## src/rtl/audbank_pkg.sv

```systemverilog
// Package: shared constants, slot decode and keep-masks for the audio bank.
// Assumes a 6-bit halfword address space; the map is fixed by decode_slot.
package audbank_pkg;

    localparam int HW_ADDR_W   = 6;
    localparam int REG_W       = 16;
    localparam int NUM_CTL     = 12;
    localparam int CTL_IDX_W   = 4;
    localparam int WAVE_WORDS  = 4;
    localparam int WAVE_IDX_W  = $clog2(WAVE_WORDS);
    localparam int WORD_W      = 2 * REG_W;
    localparam int STATUS_W    = 4;
    localparam int EN_BIT      = 7;
    localparam logic [REG_W-1:0] BIAS_RST = 16'h0200;
    localparam logic [HW_ADDR_W-1:0] GATE_LAST = 6'h10;

    typedef enum logic [2:0] {
        KIND_NONE,
        KIND_CTL,
        KIND_MASTER,
        KIND_BIAS,
        KIND_WAVE
    } kind_e;

    typedef struct packed {
        kind_e                 kind;
        logic [CTL_IDX_W-1:0]  ctl_idx;
        logic                  gated;
        logic [WAVE_IDX_W-1:0] word;
        logic                  half;
    } slot_t;

    // Map a halfword address onto its storage kind and index.
    function automatic slot_t decode_slot(input logic [HW_ADDR_W-1:0] a);
        slot_t s;
        s = '0;
        s.kind = KIND_NONE;
        s.gated = (a <= GATE_LAST);
        case (a)
            6'h00: begin s.kind = KIND_CTL; s.ctl_idx = 4'd0;  end
            6'h01: begin s.kind = KIND_CTL; s.ctl_idx = 4'd1;  end
            6'h02: begin s.kind = KIND_CTL; s.ctl_idx = 4'd2;  end
            6'h04: begin s.kind = KIND_CTL; s.ctl_idx = 4'd3;  end
            6'h06: begin s.kind = KIND_CTL; s.ctl_idx = 4'd4;  end
            6'h08: begin s.kind = KIND_CTL; s.ctl_idx = 4'd5;  end
            6'h09: begin s.kind = KIND_CTL; s.ctl_idx = 4'd6;  end
            6'h0A: begin s.kind = KIND_CTL; s.ctl_idx = 4'd7;  end
            6'h0C: begin s.kind = KIND_CTL; s.ctl_idx = 4'd8;  end
            6'h0E: begin s.kind = KIND_CTL; s.ctl_idx = 4'd9;  end
            6'h10: begin s.kind = KIND_CTL; s.ctl_idx = 4'd10; end
            6'h11: begin s.kind = KIND_CTL; s.ctl_idx = 4'd11; end
            6'h12: s.kind = KIND_MASTER;
            6'h14: s.kind = KIND_BIAS;
            default: begin
                if (a[5:3] == 3'b011) begin
                    s.kind = KIND_WAVE;
                    s.word = a[2:1];
                    s.half = a[0];
                end
            end
        endcase
        return s;
    endfunction

    // Bits each channel register keeps after a write.
    function automatic logic [REG_W-1:0] ctl_mask(input int idx);
        case (idx)
            0:       return 16'h007F;
            2, 4, 7: return 16'h47FF;
            5:       return 16'h00E0;
            6:       return 16'hE03F;
            8:       return 16'hFF3F;
            9:       return 16'h40FF;
            10:      return 16'hFF77;
            11:      return 16'h770F;
            default: return 16'hFFFF;
        endcase
    endfunction

endpackage

```

## src/rtl/audbank_decode.sv

```systemverilog
// Module: audbank_decode
// Turns the bus address and strobes into per-target write enables and the
// byte-lane mask; applies the master-enable gate to the protected range.
// Assumes at most one access target per cycle (single address port).
module audbank_decode
    import audbank_pkg::*;
(
    input  logic [HW_ADDR_W-1:0] hw_addr_i,
    input  logic                 wr_en_i,
    input  logic [1:0]           be_i,
    input  logic                 master_en_i,
    output slot_t                slot_o,
    output logic                 blocked_o,
    output logic [REG_W-1:0]     lane_mask_o,
    output logic [NUM_CTL-1:0]   ctl_we_o,
    output logic                 master_we_o,
    output logic                 bias_we_o,
    output logic                 wave_we_o
);

    logic wr_ok;

    // Decode the address and compute the gated write enables.
    always_comb begin
        slot_o      = decode_slot(hw_addr_i);
        blocked_o   = slot_o.gated && !master_en_i;
        wr_ok       = wr_en_i && !blocked_o;
        lane_mask_o = {{8{be_i[1]}}, {8{be_i[0]}}};
        ctl_we_o    = '0;
        if (wr_ok && slot_o.kind == KIND_CTL) begin
            ctl_we_o[slot_o.ctl_idx] = 1'b1;
        end
        master_we_o = wr_ok && (slot_o.kind == KIND_MASTER) && be_i[0];
        bias_we_o   = wr_ok && (slot_o.kind == KIND_BIAS);
        wave_we_o   = wr_ok && (slot_o.kind == KIND_WAVE);
    end

endmodule

```

## src/rtl/audbank_ctl_regs.sv

```systemverilog
// Module: audbank_ctl_regs
// Array of channel control registers; each merges byte lanes and then keeps
// only the bits named by its keep-mask. Assumes one-hot write enables.
module audbank_ctl_regs
    import audbank_pkg::*;
#(
    parameter int N = NUM_CTL
) (
    input  logic               clk_i,
    input  logic               rst_ni,
    input  logic [N-1:0]       we_i,
    input  logic [REG_W-1:0]   wdata_i,
    input  logic [REG_W-1:0]   lane_mask_i,
    output logic [N*REG_W-1:0] regs_o
);

    for (genvar k = 0; k < N; k++) begin : g_reg
        localparam logic [REG_W-1:0] KEEP = ctl_mask(k);
        logic [REG_W-1:0] q;
        logic [REG_W-1:0] merged;

        // Lane merge followed by the per-register keep-mask.
        always_comb merged = ((q & ~lane_mask_i) | (wdata_i & lane_mask_i)) & KEEP;

        // Register update on a selected write.
        always_ff @(posedge clk_i) begin
            if (!rst_ni)      q <= '0;
            else if (we_i[k]) q <= merged;
        end

        assign regs_o[k*REG_W +: REG_W] = q;
    end

endmodule

```

## src/rtl/audbank_wave.sv

```systemverilog
// Module: audbank_wave
// Waveform sample memory of 32-bit words written by halfword; the half not
// addressed and the byte lanes not enabled keep their stored value.
module audbank_wave
    import audbank_pkg::*;
#(
    parameter int WORDS = WAVE_WORDS
) (
    input  logic                     clk_i,
    input  logic                     rst_ni,
    input  logic                     we_i,
    input  logic [$clog2(WORDS)-1:0] word_i,
    input  logic                     half_i,
    input  logic [REG_W-1:0]         wdata_i,
    input  logic [REG_W-1:0]         lane_mask_i,
    output logic [WORDS*WORD_W-1:0]  wave_o
);

    for (genvar w = 0; w < WORDS; w++) begin : g_word
        logic [WORD_W-1:0] q;
        logic [REG_W-1:0]  lo_n, hi_n;

        // Merged halves for a write into this word.
        always_comb begin
            lo_n = (q[REG_W-1:0] & ~lane_mask_i) | (wdata_i & lane_mask_i);
            hi_n = (q[WORD_W-1:REG_W] & ~lane_mask_i) | (wdata_i & lane_mask_i);
        end

        // Update one half of the word; the other half is retained.
        always_ff @(posedge clk_i) begin
            if (!rst_ni) begin
                q <= '0;
            end else if (we_i && word_i == w) begin
                if (half_i) q[WORD_W-1:REG_W] <= hi_n;
                else        q[REG_W-1:0]      <= lo_n;
            end
        end

        assign wave_o[w*WORD_W +: WORD_W] = q;
    end

endmodule

```

## src/rtl/audbank_top.sv

```systemverilog
// Module: audbank_top
// Audio control register bank: masked channel registers behind a master
// enable gate, master and bias registers, and an ungated waveform memory.
// Reads are registered one cycle; unmapped addresses read 0.
module audbank_top
    import audbank_pkg::*;
(
    input  logic                         clk_i,
    input  logic                         rst_ni,
    input  logic [HW_ADDR_W-1:0]         hw_addr_i,
    input  logic                         wr_en_i,
    input  logic [1:0]                   be_i,
    input  logic [REG_W-1:0]             wr_data_i,
    input  logic                         rd_en_i,
    output logic [REG_W-1:0]             rd_data_o,
    input  logic [STATUS_W-1:0]          chan_active_i,
    output logic [NUM_CTL*REG_W-1:0]     chan_regs_o,
    output logic                         master_en_o,
    output logic [REG_W-1:0]             bias_o,
    output logic [WAVE_WORDS*WORD_W-1:0] wave_o
);

    slot_t              slot;
    logic               blocked;
    logic [REG_W-1:0]   lane_mask;
    logic [NUM_CTL-1:0] ctl_we;
    logic               master_we, bias_we, wave_we;
    logic               en_q;
    logic [REG_W-1:0]   bias_q;
    logic [REG_W-1:0]   rd_val;
    logic [REG_W-1:0]   master_view;

    audbank_decode u_dec (
        .hw_addr_i   (hw_addr_i),
        .wr_en_i     (wr_en_i),
        .be_i        (be_i),
        .master_en_i (en_q),
        .slot_o      (slot),
        .blocked_o   (blocked),
        .lane_mask_o (lane_mask),
        .ctl_we_o    (ctl_we),
        .master_we_o (master_we),
        .bias_we_o   (bias_we),
        .wave_we_o   (wave_we)
    );

    audbank_ctl_regs #(.N(NUM_CTL)) u_ctl (
        .clk_i       (clk_i),
        .rst_ni      (rst_ni),
        .we_i        (ctl_we),
        .wdata_i     (wr_data_i),
        .lane_mask_i (lane_mask),
        .regs_o      (chan_regs_o)
    );

    audbank_wave #(.WORDS(WAVE_WORDS)) u_wave (
        .clk_i       (clk_i),
        .rst_ni      (rst_ni),
        .we_i        (wave_we),
        .word_i      (slot.word),
        .half_i      (slot.half),
        .wdata_i     (wr_data_i),
        .lane_mask_i (lane_mask),
        .wave_o      (wave_o)
    );

    // Master enable: only the enable bit is writable, via the low lane.
    always_ff @(posedge clk_i) begin
        if (!rst_ni)        en_q <= 1'b0;
        else if (master_we) en_q <= wr_data_i[EN_BIT];
    end

    // Bias register: full-width lane-merged storage.
    always_ff @(posedge clk_i) begin
        if (!rst_ni)      bias_q <= BIAS_RST;
        else if (bias_we) bias_q <= (bias_q & ~lane_mask) | (wr_data_i & lane_mask);
    end

    // Master register as seen on a read: enable bit plus live channel status.
    always_comb begin
        master_view = '0;
        master_view[EN_BIT] = en_q;
        master_view[STATUS_W-1:0] = chan_active_i;
    end

    // Select the read value for the addressed slot, zero when gated or unmapped.
    always_comb begin
        case (slot.kind)
            KIND_CTL:    rd_val = blocked ? '0 : chan_regs_o[slot.ctl_idx*REG_W +: REG_W];
            KIND_MASTER: rd_val = master_view;
            KIND_BIAS:   rd_val = bias_q;
            KIND_WAVE:   rd_val = wave_o[REG_W*{slot.word, slot.half} +: REG_W];
            default:     rd_val = '0;
        endcase
    end

    // Registered read data, held between reads.
    always_ff @(posedge clk_i) begin
        if (!rst_ni)      rd_data_o <= '0;
        else if (rd_en_i) rd_data_o <= rd_val;
    end

    assign master_en_o = en_q;
    assign bias_o      = bias_q;

endmodule

```

## config.mk

```make
export PLATFORM = sky130hd
export DESIGN_NAME = audbank_top
export DESIGN_NICKNAME = d
export VERILOG_FILES = /design/src/rtl/audbank_pkg.sv /design/src/rtl/audbank_decode.sv /design/src/rtl/audbank_ctl_regs.sv /design/src/rtl/audbank_wave.sv /design/src/rtl/audbank_top.sv
export SDC_FILE = /design/constraint.sdc
export NUM_CORES = 1
export LEC_CHECK = 0
export BUFFER_PORTS_ARGS = -buffer_cell sky130_fd_sc_hd__buf_2
export CORE_ASPECT_RATIO = 1.2
export CORE_MARGIN = 3
export CORE_UTILIZATION = 45
export CTS_CLUSTER_SIZE = 14
export DETAILED_ROUTE_END_ITERATION = 10
export GPL_TIMING_DRIVEN = 0
export PLACE_DENSITY = 0.72
export SYNTH_ARGS = -nofsm -noshare
export SYNTH_HDL_FRONTEND = slang
export SYNTH_SLANG_ARGS = --single-unit
```

## constraint.sdc

```tcl
create_clock -name clk_i -period 2.47 [get_ports clk_i]
set_input_delay 0.247 -clock clk_i [delete_from_list [all_inputs] [get_ports clk_i]]
set_output_delay 0.247 -clock clk_i [all_outputs]
set_load 0.03 [all_outputs]
```

== Word-level counts from Yosys, hierarchy flattened ==
Cells that the tools add are included.

* Output and inout bits: 353
* Bits of input ports: 32
* Register bits after elaboration: 295

* Eq/ne operators: 21
* Reduce and logical (&&, ||, !) cells: 26
* Magnitude comparators: 3
* Mux-type cells: 10
* Shift operators: 2
* Bitwise operators: 45

{| class="wikitable"
|+ Operators by type and width
! cell !! number
|-
| AND 16 bit || 15
|-
| bitwise OR 16 bit || 14
|-
| variable part select 192 x 9 -> 16 bit || 1
|-
| variable part select 128 x 8 -> 16 bit || 1
|-
| AND 15 bit || 5
|-
| bitwise OR 15 bit || 5
|-
| one-hot mux 16 bit (4 select lines) || 1
|-
| one-hot mux 4 bit (11 select lines) || 1
|-
| == test 6 x 4 -> 1 bit (second input constant) || 5
|-
| == test 6 x 5 -> 1 bit (second input constant) || 4
|-
| 2-to-1 mux 16 bit || 1
|-
| inverter 16 bit || 1
|-
| AND reduction 2 bit || 8
|-
| OR reduction 14 bit || 1
|-
| == test 6 x 3 -> 1 bit (second input constant) || 2
|-
| logical AND 1 bit || 12
|-
| 2-to-1 mux 12 bit || 1
|-
| OR reduction 12 bit || 1
|-
| == test 3 x 2 -> 1 bit (second input constant) || 3
|-
| 2-to-1 mux 3 bit || 3
|-
| one-hot mux 3 bit (3 select lines) || 1
|-
| AND 8 bit || 1
|-
| bitwise OR 8 bit || 1
|-
| AND 7 bit || 1
|-
| other kinds (16) || 18
|}

== Longest topological paths before layout ==
* Depth in word-level cells: 7
* Depth in mapped cells: 10

== Modules after synthesis ==
From an unflattened synthesis, not the netlist that was laid out.

* Cells, all modules: 1759
* Area, all modules: 15884.0 um^2

{| class="wikitable"
|+ Modules (own cells, without submodules)
! module !! sequential area each (um^2) !! area each (um^2) !! instances !! cells an instance
|-
| audbank_ctl_regs || 2682.6 || 5846.9 || 1 || 655
|-
| audbank_wave || 2562.5 || 5291.3 || 1 || 583
|-
| audbank_top || 660.6 || 4050.1 || 1 || 411
|-
| audbank_decode || 0.0 || 695.7 || 1 || 110
|}

== Worst setup path before layout ==
OpenSTA, ideal clock, no wires.

* Kind: input port to flip-flop
* Start point: in hw_addr_i[0]
* End point: reg rd_data_o[5]
* Required time: 2345 ps
* Data arrival time: 2138 ps
* Cell stages on the path: 10
* Slack: 207 ps
* Buffers on the path: 4
* Cell sequence: buf_2 > buf_2 > buf_2 > buf_2 > mux2i_1 > nand2_1 > o21ai_0 > a21oi_1 > a2111o_1 > o41a_1

* Longest elaborated chain between the ends: 5
* Elaborated cells between the ends (all ways): 30
* Classes of those cells: 1 x order compare; 17 x eq/ne; 2 x shift; 6 x mux; 4 x reduce/logical

{| class="wikitable"
|+ Ends and longest elaborated chain
! element !! RTL line !! RTL
|-
| start, declared || audbank_top.sv:10 || <nowiki>input logic [HW_ADDR_W-1:0] hw_addr_i,</nowiki>
|-
| == test 6 x 5 -> 1 bit (tied with other cells) || audbank_pkg.sv:39 || <nowiki>case (a)</nowiki>
|-
| one-hot mux 4 bit (11 select lines) (tied with other cells) || audbank_pkg.sv:39 ||
|-
| variable part select 192 x 9 -> 16 bit (tied with other cells) || audbank_top.sv:89 || <nowiki>KIND_CTL: rd_val = blocked ? '0 : chan_regs_o[slot.ctl_idx*REG_W +: REG_W];</nowiki>
|-
| 2-to-1 mux 16 bit (tied with other cells) || audbank_top.sv:89 ||
|-
| one-hot mux 16 bit (4 select lines) * || audbank_top.sv:88 || <nowiki>case (slot.kind)</nowiki>
|-
| end signal, assigned || audbank_top.sv:100 || <nowiki>else if (rd_en_i) rd_data_o <= rd_val;</nowiki>
|-
| end, declared || audbank_top.sv:15 || <nowiki>output logic [REG_W-1:0] rd_data_o,</nowiki>
|}

Every way passes the cells marked *; elsewhere a longest branch is shown, timed or not.
A chain may end at the register's enable or synchronous reset.

== Worst setup path in the final report ==
* Start point: in hw_addr_i[1]
* End point: reg rd_data_o[14]

The elaborated chain is that of the path after synthesis.

==> results.cfg <==
[sta]
fin_ws_ns = 0.0419
post-route-min-period_ns = 2.43
rsz0062_at_grt = no
drv_slew = 0
worst_slew_pin_slew_ns = 1.35
period_share_pct = 98.3
timing.final.hold_violations = 0
relSlewSlack_pct = 8.88
fin_hold_ws_ns = 0.139
skew_ns = 0.0154
setup_viol = 0
fmax_ghz = 0.412
setup_tns_ns = 0

[global_routing]
grt_max_degree = 15
track_usage_pct = 35.1
antenna_found_initial = 4
grt_overflow = 0
grt_pass1_wl_um = 91600
grt_pass1_vias = 14006

[yosys]
syn_inst = 1647
synth_seq_cells = 295
synthSimpleGateAreaFrac_pct = 19.8
synth_top_area_share_pct = 40.6
synth_area_leaders = dfxtp_1, mux2i_1, nor2_1
synthMostInstantiatedCell = dfxtp_1
synth-xor-area-share_pct = 0.120
yosysWarnings = 0
yosys-top-cells-count = dfxtp_1, mux2i_1, nor2_1, nand2_1, nand3_1
ys_types = 90
asyncSetResetFlopFracSynth_pct = 0
synth-adder-area-share_pct = 0
synth_ff_type = dfxtp_1
yosysTopAreaCell = dfxtp_1
synth_mux_area_share_pct = 18.8
synth_edf_count = 0
synth-seq-area-share_pct = 40.6
syn_avg_cell_area_um2 = 8.83
syn_area_um2 = 14500
synth_top_family_by_area = simple AND/OR/NAND/NOR gates
synth_compound_area_share_pct = 13.4

[routing]
route.detailed.drc = 0
final_antenna_net_count = 0
dr.pass1.iters = 6
num_vias = 14854
wl_per_cell_um = 25.6
drt_wl_total_um = 63500
drtIter0Drc = 1503
viasPerCell = 5.99

[placed_design]
dp_hpwl_um = 48700
gp_congestion = 0.980
port-buffer-count = 313
place_ws_ns = -0.797

[worst_setup_path]
start_kind = input pin
worstSetupPathType = input pin to register
crit_path_max_fanout = 10
crit_required_ns = 2.96
cp.arrival_ns = 2.92
critPathCaptureType = register

[clock_tree]
clockRootBuffer = clkbuf_16
clk_pin_slew_worst_paths_ns = 0.06
cts-buffers-inserted = 30
cts_tree = yes
postCtsSetupBuffers = 0
max-clock-path-buffers = 3
htree_levels = 1
clk_latency_ns = 0.57
clock-sinks = 295

[power]
ir_drop_mv = 0.421
p_leak_nw = 8.70
power.density_nw_per_um2 = 604

[die]
core.rowCount = 71
start_util_pct = 46.0
boundaryPins = 385
core_um2 = 31600
die_h_um = 203
die_width_um = 170
dieArea_um2 = 34500

[job]
drv_cap = 0

[final_layout]
drive_above_1_share_pct = 26.2
area_growth_pct = 24.3
nNetsFinal = 2084
fill_cells = 2959

[min_path]
holdCritPathClass = input pin to register

[outcome]
outcome = completed
==> repair_timing <==
item / CTS / global route
hold buffers: 4 / 0
gates cloned: 0 / 0
setup endpoints to repair: 30 / 114
gates resized for setup: 5 / 23
hold endpoints to repair: 16 / 0
==> cell families (layout without fill, tap and decap cells) <==
family	Yosys count	after routing
flip-flops	295	295
other	1	59
XOR/XNOR	2	2
multiplexers	255	255
buffers and inverters	198	570
AND/OR/NAND/NOR	597	597
AO/OA/AOI/OAI	299	299
==> report_power, final <==
group	internal (mW)	switching [mW]
logic	0.236	0.754
clock network	3.15	2.01
registers	4.76	0.00707
==> path summary, 6_finish.rpt <==
check / end / startpoint / depth (start not counted) / slack, ns
min reg2reg: register / register / 2 / 0.47
max: rd_data_o[14]$_SDFFE_PN0P_ / hw_addr_i[1] / 10 / 0.04
min: rd_data_o[15]$_SDFFE_PN0P_ / rst_ni / 3 / 0.14
max reg2reg: rd_data_o[1]$_SDFFE_PN0P_ / master_en_o$_SDFFE_PN0P_ / 6 / 0.08
==> critical path, stage by stage <==
cell and delay (ns):
buf_2 0.18, buf_2 0.26, buf_4 0.24, nor3_1 0.11
o21a_1 0.26, nor2_2 0.46, clkbuf_4 0.42, nand2_1 0.24
o2111a_1 0.32, a31oi_1 0.18
==> placed cells by master (no fill, tap or decap), drive strengths merged, types with 7 or more instances in the layout <==
| cell | Yosys | final |
|---|---|---|
| buf | 104 | 414 |
| dfxtp | 295 | 295 |
| mux2i | 230 | 230 |
| nor2 | 213 | 213 |
| nand2 | 154 | 154 |
| nand3 | 150 | 150 |
| clkbuf | 86 | 131 |
| a21oi | 123 | 123 |
| conb | 1 | 58 |
| o21ai | 55 | 55 |
| nor2b | 20 | 20 |
| a211oi | 18 | 18 |
| mux4 | 14 | 14 |
| a221oi | 12 | 12 |
| mux2 | 11 | 11 |
| a31oi | 10 | 10 |
| and2 | 9 | 9 |
| and3 | 8 | 8 |
| inv | 8 | 8 |
| nand2b | 7 | 7 |
| a21o | 7 | 7 |
==> metal layers <==
layer  GRT usage (%)  vias up  part of all wire (%)
met5               0        -                 0.063
met2            59.0      981                    48
met1            42.8     7090                    37
met3            6.78      217                   9.4
met4            17.2        6                   5.7
li1                -     6560                     -
==> layout make-up <==
type | instances | area (um^2) | area share [%]
Timing Repair Buffer | 317 | 1610 | 8.88
Clock buffer | 43 | 901 | 4.98
Buffer | 189 | 1030 | 5.72
Inverter | 8 | 30.0 | 0.166
Clock inverter | 13 | 221 | 1.22
Multi-Input combinational cell | 1211 | 7880 | 43.6
Antenna cell | 1 | 2.50 | 0.0138
Sequential cell | 295 | 5910 | 32.7
Tap cell | 401 | 502 | 2.77
==> per-stage QoR <==
step | cells | util (%) | total power, mW | cell area, um^2
after floorplan | 1704 | - | 5.49 | 14800
after global placement | 2418 | 53.2 | 5.81 | 16800
after detailed placement | 2418 | 53.2 | 5.81 | 16800
after CTS | 2478 | 57.0 | 10.9 | 18000
after global routing | 2478 | 57.2 | 11.2 | 18100
final | 2478 | 57.2 | 10.9 | 18100
Note: power is estimated with default switching activity, not from simulation.
